--- src/rtl/jes_pkg.sv ---
`timescale 1ns/1ps
package jes_pkg;
   // index of each sticky error kind inside the error vectors
   localparam int ERR_OVF = 0;
   localparam int ERR_UNF = 1;
   localparam int NUM_ERR = 2;

   // per-cycle requests presented to the pointer controller
   typedef struct packed {
      logic wr;
      logic rd;
      logic ctr;
      logic hold;
   } jes_req_t;
endpackage

--- src/rtl/jes_bit_ram.sv ---
`timescale 1ns/1ps
module jes_bit_ram #(
   parameter int DEPTH = 48,
   parameter int AW    = 6
) (
   input  logic          clk,
   input  logic          rst_n,
   input  logic          we,
   input  logic [AW-1:0] waddr,
   input  logic          wbit,
   input  logic          re,
   input  logic [AW-1:0] raddr,
   output logic          rbit
);
   logic [DEPTH-1:0] cells_q;

   always_ff @(posedge clk or negedge rst_n) begin
      if (!rst_n) begin
         cells_q <= '0;
      end else begin
         for (int i = 0; i < DEPTH; i++) begin
            if (we && (waddr == AW'(i))) cells_q[i] <= wbit;
         end
      end
   end

   // output bit register: only an accepted read refreshes it
   always_ff @(posedge clk or negedge rst_n) begin
      if (!rst_n)  rbit <= 1'b0;
      else if (re) rbit <= cells_q[raddr];
   end
endmodule

--- src/rtl/jes_ptr_ctrl.sv ---
`timescale 1ns/1ps
module jes_ptr_ctrl
   import jes_pkg::*;
#(
   parameter int DEPTH = 48,
   parameter int AW    = 6,
   parameter int CW    = 6
) (
   input  logic           clk,
   input  logic           rst_n,
   input  jes_req_t       req,
   output logic           we,
   output logic           re,
   output logic [AW-1:0]  waddr,
   output logic [AW-1:0]  raddr,
   output logic [CW-1:0]  occ,
   output logic           ovf_ev,
   output logic           unf_ev
);
   localparam int            HALF   = DEPTH / 2;
   localparam logic [AW-1:0] LAST_P = AW'(DEPTH - 1);
   localparam logic [AW-1:0] HALF_P = AW'(HALF);
   localparam logic [CW-1:0] FULL_C = CW'(DEPTH);
   localparam logic [CW-1:0] HALF_C = CW'(HALF);

   logic [AW-1:0] wp_q, rp_q, rp_center;
   logic [CW-1:0] occ_q;
   logic          is_full, is_empty, active, do_center;

   assign is_full   = (occ_q == FULL_C);
   assign is_empty  = (occ_q == '0);
   assign active    = !req.hold && !req.ctr;
   assign do_center = !req.hold && req.ctr;

   // a read is only taken from a non-empty store; a write needs room,
   // or a slot freed by a read accepted in the same cycle
   assign re     = active && req.rd && !is_empty;
   assign we     = active && req.wr && (!is_full || re);
   assign ovf_ev = active && req.wr && is_full && !re;
   assign unf_ev = active && req.rd && is_empty;

   // read pointer placed HALF slots behind the write pointer, modulo DEPTH
   assign rp_center = (wp_q >= HALF_P) ? (wp_q - HALF_P) : (wp_q + HALF_P);

   always_ff @(posedge clk or negedge rst_n) begin
      if (!rst_n) begin
         wp_q  <= HALF_P;
         rp_q  <= '0;
         occ_q <= HALF_C;
      end else if (do_center) begin
         rp_q  <= rp_center;
         occ_q <= HALF_C;
      end else begin
         if (we) wp_q <= (wp_q == LAST_P) ? '0 : wp_q + 1'b1;
         if (re) rp_q <= (rp_q == LAST_P) ? '0 : rp_q + 1'b1;
         unique case ({we, re})
            2'b10:   occ_q <= occ_q + 1'b1;
            2'b01:   occ_q <= occ_q - 1'b1;
            default: occ_q <= occ_q;
         endcase
      end
   end

   assign waddr = wp_q;
   assign raddr = rp_q;
   assign occ   = occ_q;
endmodule

--- src/rtl/jes_err_sticky.sv ---
`timescale 1ns/1ps
module jes_err_sticky #(
   parameter int NUM = 2
) (
   input  logic           clk,
   input  logic           rst_n,
   input  logic [NUM-1:0] set,
   input  logic [NUM-1:0] en,
   input  logic           clr,
   output logic [NUM-1:0] flag,
   output logic           irq
);
   for (genvar k = 0; k < NUM; k++) begin : g_flag
      // a new event outranks a clear in the same cycle
      always_ff @(posedge clk or negedge rst_n) begin
         if (!rst_n)      flag[k] <= 1'b0;
         else if (set[k]) flag[k] <= 1'b1;
         else if (clr)    flag[k] <= 1'b0;
      end
   end

   assign irq = |(flag & en);
endmodule

--- src/rtl/jit_elastic_store.sv ---
`timescale 1ns/1ps
module jit_elastic_store
   import jes_pkg::*;
#(
   parameter int DEPTH = 48,
   parameter int GUARD = 1
) (
   input  logic                           clk,
   input  logic                           rst_n,
   input  logic                           wr_stb,
   input  logic                           wr_bit,
   input  logic                           rd_stb,
   output logic                           rd_bit,
   input  logic                           bypass,
   input  logic                           limit_en,
   input  logic                           center_stb,
   input  logic                           err_clr,
   input  logic                           ovf_ie,
   input  logic                           unf_ie,
   output logic [$clog2(DEPTH+1)-1:0]     fill,
   output logic                           near_full,
   output logic                           near_empty,
   output logic                           ovf_flag,
   output logic                           unf_flag,
   output logic                           irq
);
   localparam int AW = $clog2(DEPTH);
   localparam int CW = $clog2(DEPTH + 1);

   // elaboration-time parameter checks
   if (DEPTH < 4 || (DEPTH % 2) != 0) begin : g_bad_depth
      $error("jit_elastic_store: DEPTH must be even and at least 4");
   end
   if (GUARD < 0 || GUARD >= DEPTH / 2) begin : g_bad_guard
      $error("jit_elastic_store: GUARD must lie in [0, DEPTH/2)");
   end

   jes_req_t         req;
   logic             we, re, ovf_ev, unf_ev, store_bit;
   logic [AW-1:0]    waddr, raddr;
   logic [CW-1:0]    occ;
   logic [NUM_ERR-1:0] err_set, err_en, err_flag;

   assign req.wr   = wr_stb;
   assign req.rd   = rd_stb;
   assign req.ctr  = center_stb;
   assign req.hold = bypass;

   jes_ptr_ctrl #(.DEPTH(DEPTH), .AW(AW), .CW(CW)) u_ptr (
      .clk    (clk),
      .rst_n  (rst_n),
      .req    (req),
      .we     (we),
      .re     (re),
      .waddr  (waddr),
      .raddr  (raddr),
      .occ    (occ),
      .ovf_ev (ovf_ev),
      .unf_ev (unf_ev)
   );

   jes_bit_ram #(.DEPTH(DEPTH), .AW(AW)) u_ram (
      .clk   (clk),
      .rst_n (rst_n),
      .we    (we),
      .waddr (waddr),
      .wbit  (wr_bit),
      .re    (re),
      .raddr (raddr),
      .rbit  (store_bit)
   );

   assign err_set[ERR_OVF] = ovf_ev;
   assign err_set[ERR_UNF] = unf_ev;
   assign err_en[ERR_OVF]  = ovf_ie;
   assign err_en[ERR_UNF]  = unf_ie;

   jes_err_sticky #(.NUM(NUM_ERR)) u_err (
      .clk   (clk),
      .rst_n (rst_n),
      .set   (err_set),
      .en    (err_en),
      .clr   (err_clr),
      .flag  (err_flag),
      .irq   (irq)
   );

   assign ovf_flag = err_flag[ERR_OVF];
   assign unf_flag = err_flag[ERR_UNF];

   // guard band: a zero-width band removes the comparators altogether
   if (GUARD == 0) begin : g_no_guard
      assign near_full  = limit_en && (occ == CW'(DEPTH));
      assign near_empty = limit_en && (occ == '0);
   end else begin : g_guard
      localparam logic [CW-1:0] NF_TH = CW'(DEPTH - GUARD);
      localparam logic [CW-1:0] NE_TH = CW'(GUARD);
      assign near_full  = limit_en && (occ >= NF_TH);
      assign near_empty = limit_en && (occ <= NE_TH);
   end

   assign fill   = occ;
   assign rd_bit = bypass ? wr_bit : store_bit;
endmodule

--- config.mk ---
export PLATFORM = sky130hd
export DESIGN_NAME = jit_elastic_store
export DESIGN_NICKNAME = d
export VERILOG_FILES = /design/src/rtl/jes_pkg.sv /design/src/rtl/jes_bit_ram.sv /design/src/rtl/jes_ptr_ctrl.sv /design/src/rtl/jes_err_sticky.sv /design/src/rtl/jit_elastic_store.sv
export SDC_FILE = /design/constraint.sdc
export NUM_CORES = 1
export LEC_CHECK = 0
export BUFFER_PORTS_ARGS = -buffer_cell sky130_fd_sc_hd__buf_2
export CORE_MARGIN = 3
export CORE_UTILIZATION = 50
export CTS_BUF_LIST = sky130_fd_sc_hd__clkbuf_16
export CTS_CLUSTER_DIAMETER = 30
export DETAILED_ROUTE_END_ITERATION = 10
export HOLD_SLACK_MARGIN = 0.03
export PLACE_DENSITY = 0.69
export SYNTH_ARGS = -nofsm -noshare
export SYNTH_HDL_FRONTEND = slang
export SYNTH_HIERARCHICAL = 1
export SYNTH_SLANG_ARGS = --single-unit
--- constraint.sdc ---
create_clock -name clk -period 2.2 [get_ports clk]
set_input_delay 0.22 -clock clk [delete_from_list [all_inputs] [get_ports clk]]
set_output_delay 0.22 -clock clk [all_outputs]
set_load 0.01 [all_outputs]
==> impl_metrics.env <==
export IMPL_cts_root_buf="clkbuf_16"
export IMPL_yosysSeqAreaShare_pct=42.93
export IMPL_wl_met2_um=4597
export IMPL_synth_cell_types=61
export IMPL_wl_met1_um=4121
export IMPL_grt_pass1_vias=3055
export IMPL_grt_overflow=0
export IMPL_rsz0062_at_grt="yes"
export IMPL_p_comb_share_pct=24.6
export IMPL_p_leak_nw=2.286
export IMPL_switching_share_pct=30.30
export IMPL_ys_flop_type="dfrtp_1"
export IMPL_route_met3_wl_um=490
export IMPL_die_area_mm2=0.009181
export IMPL_antenna_found_initial=0
export IMPL_drive_above_1_share_pct=39.64
export IMPL_crit_required_ns=2.42
export IMPL_highest_layer="met4"
export IMPL_grtUsageTotal_pct=22.15
export IMPL_ys_seq_elements=69
export IMPL_fin_skew_ns=0.006759
export IMPL_io_pins=23
export IMPL_avgSynthCellArea_um2=10.42
export IMPL_powerDensity_mw_per_mm2=911.7
export IMPL_path_class="flop to flop"
export IMPL_antenna_cells=0
export IMPL_vias_per_cell=5.806
export IMPL_p_switching_w=0.001366
export IMPL_arrival_ns=2.35
export IMPL_ir_drop_mv=0.5176
export IMPL_critPathMaxFanout=7
export IMPL_portBuffers=22
export IMPL_maxCapViolCount=0
export IMPL_initial_core_util_pct=51.93
export IMPL_p_seq_share_pct=39.1
export IMPL_cts_tree="done"
export IMPL_area_growth_syn_to_layout_pct=22.61
export IMPL_nNetsFinal=451
export IMPL_post_route_util_pct=63.68
export IMPL_yosys_top_cells_area="dfrtp_1 40%, mux2_2 15%, nand2_1 5.1%"
export IMPL_yosys_area_top_type="dfrtp_1"
export IMPL_clockBufferDepth=2
export IMPL_synthArstFlopShare_pct=100.0
export IMPL_status="complete, no violations"
export IMPL_die_x_um=95.82
export IMPL_grt_start_max_net_pins=70
export IMPL_core_mm2=0.007767
export IMPL_finalNonFillerCells=541
export IMPL_cts_sinks=69
export IMPL_hold_viol_final=0
export IMPL_dp_cells=522
export IMPL_drc_errors=0
export IMPL_drtIter0Drc=144
export IMPL_drtPass1Iterations=4
export IMPL_synth_edff_count=0
export IMPL_die_y_um=95.82
export IMPL_cts_inserted_buffers=9
export IMPL_wl_per_cell_um=17.20
export IMPL_htree_levels=3
export IMPL_grt_pass1_wl_um=15240
export IMPL_post_route_period_util_pct=97.03
export IMPL_setup_violations=0
export IMPL_synth_top_area_share_pct=40.32
export IMPL_period_needed_ns=2.135
export IMPL_slew_violations=0
export IMPL_synth_nets=404
export IMPL_synthCells=387
export IMPL_whs_ns=0.1959
export IMPL_path_clk_slew_ns=0.05
export IMPL_num_vias=3141
export IMPL_end_kind="flop"
export IMPL_ys_warn_count=6
export IMPL_timing_fmax_mhz=468.4
export IMPL_finalPower_w=0.004509
export IMPL_slew_headroom_pct=45.69
export IMPL_dp_hpwl_um=6490
export IMPL_hold_class="input port to flop"
export IMPL_fillCellCount=645
export IMPL_worst_pin_slew_ns=0.8146
export IMPL_clock_latency_ns=0.33
export IMPL_wl_um=9307
export IMPL_ant_nets=0
export IMPL_rows=32
export IMPL_synth_cell_area_mm2=0.004034
export IMPL_cp_start_kind="flop"
export IMPL_clockPowerShare_pct=36.2
export IMPL_finalWeightedCongestion=0.8447
export IMPL_power_internal_w=0.003143
[power groups by stage]
| stage | registers (W) | clock network [W] | logic (W) |
|---|---|---|---|
| floorplan | 0.00167 | 0 | 0.000802 |
| global placement | 0.00177 | 0 | 0.00108 |
| CTS | 0.00176 | 0.00167 | 0.00111 |
| detailed placement | 0.00178 | 0 | 0.00111 |
| finish | 0.00176 | 0.00163 | 0.00111 |
| global route | 0.00180 | 0.00172 | 0.00122 |
[per-stage QoR]
step	area (µm²)	TNS, ns	setup slack (ns)
after global placement	4556	-0.07283	-0.02236
after detailed placement	4556	-0.1475	-0.04226
after CTS	4913	0	0.01992
after floorplan	4199	-1.622	-0.07063
final	4946	0	0.06526
after global routing	4946	-0.1021	-0.02415
[state kept, by name, indices dropped and copies added (netlist names)]
register       cells
u_ptr/waddr        6
u_ram/cells_q     48
u_ptr/occ          6
u_ram/rbit         1
u_err/flag         2
u_ptr/raddr        6
[area by class of cell]
| type | count | area (µm²) | share of cell area [%] |
|---|---|---|---|
| inverter | 9 | 33.78 | 0.6830 |
| tap | 102 | 127.6 | 2.580 |
| timing repair buffer | 55 | 396.6 | 8.019 |
| clock buffer | 9 | 225.2 | 4.554 |
| sequential | 69 | 1732 | 35.01 |
| multi-input combinational | 290 | 2316 | 46.83 |
| clock inverter | 7 | 115.1 | 2.327 |
[worst max-delay path, stage by stage (launching register included)]
cell	delay, ns
dfstp_2	0.55
nor4_4	0.05
and3_4	0.17
a21o_1	0.17
inv_2	0.06
buf_6	0.12
or3b_4	0.43
nor2_1	0.14
mux2_2	0.34
[per-layer routing]
layer  GRT usage [%]  vias up
met1           28.06     1559
li1                -     1493
met2           37.29       76
met3           5.786       13
met4           6.398        0
met5               0        -
[cell families after synthesis]
kind of cell / count (synthesis) / synth area share [%]
adder cells (fa/ha/maj): 6 / 1.861
multiplexers: 69 / 21.31
XOR/XNOR: 5 / 1.086
buffers and inverters: 28 / 3.195
AND/OR/NAND/NOR: 163 / 20.97
flip-flops: 69 / 42.93
AO/OA/AOI/OAI: 47 / 8.654
[final timing paths]
| path | from | end | slack (ns) | cells past startpoint |
|---|---|---|---|---|
| max | u_ptr/occ[3]$_DFFE_PN1P_ | u_ram/cells_q[13]$_DFFE_PN0P_ | 0.07 | 8 |
| min in group asynchronous | rst_n | u_ptr/raddr[5]$_DFFE_PN0P_ | 0.43 | 3 |
| max in group asynchronous | rst_n | u_ptr/occ[3]$_DFFE_PN1P_ | 1.41 | 3 |
| min reg2reg | u_ram/cells_q[15]$_DFFE_PN0P_ | u_ram/cells_q[15]$_DFFE_PN0P_ | 0.50 | 1 |
| min | err_clr | u_err/flag[0]$_DFFE_PN0P_ | 0.20 | 3 |
| max reg2reg | u_ptr/occ[3]$_DFFE_PN1P_ | u_ram/cells_q[13]$_DFFE_PN0P_ | 0.07 | 8 |
[cells in the mapped netlist, types with 2 or more instances]
cell type  count
dfrtp_1       65
mux2_2        55
nand2_1       55
nor2_1        32
o21ai_0       15
nor3_1        12
clkbuf_1      11
nand3_1       10
inv_1          9
ha_1           6
mux2i_1        6
nand2b_1       6
mux4_2         5
nand3b_1       5
nand4_1        5
or2_2          5
a21oi_1        4
a31oi_1        4
and3_1         4
buf_2          4
dfstp_2        4
nor3b_1        4
nor4_1         4
a211oi_1       3
a21o_1         3
nor2b_1        3
o22ai_1        3
xor2_1         3
a41oi_1        2
and3b_1        2
buf_6          2
mux4_1         2
nor3_2         2
o311a_1        2
or3_1          2
or4_1          2
xnor2_1        2
[cells in the final DEF, fill, tap and decap left out, types with 4 or more instances in the layout]
| cell type | count |
|---|---|
| dfrtp_1 | 65 |
| nand2_1 | 38 |
| mux2_2 | 34 |
| nor2_1 | 30 |
| buf_4 | 27 |
| buf_2 | 22 |
| mux2_4 | 22 |
| nand2_2 | 17 |
| o21ai_0 | 15 |
| nor3_1 | 12 |
| nand3_1 | 10 |
| clkbuf_16 | 9 |
| inv_1 | 9 |
| nand2b_1 | 6 |
| mux2i_1 | 6 |
| ha_1 | 6 |
| nand4_1 | 5 |
| or2_2 | 5 |
| nand3b_1 | 5 |
| mux4_2 | 5 |
| nor4_1 | 4 |
| a21oi_1 | 4 |
| a31oi_1 | 4 |
| and3_1 | 4 |
| dfstp_2 | 4 |
[timing repair]
action / CTS / global route
pin swaps: 0 / 1
gates resized for setup: 2 / 6
setup buffers: 0 / 2
hold buffers: 1 / 0
endpoints found under the hold margin: 65 / 0
setup endpoints to repair: 12 / 27
Power figures use the tool's default switching activity.
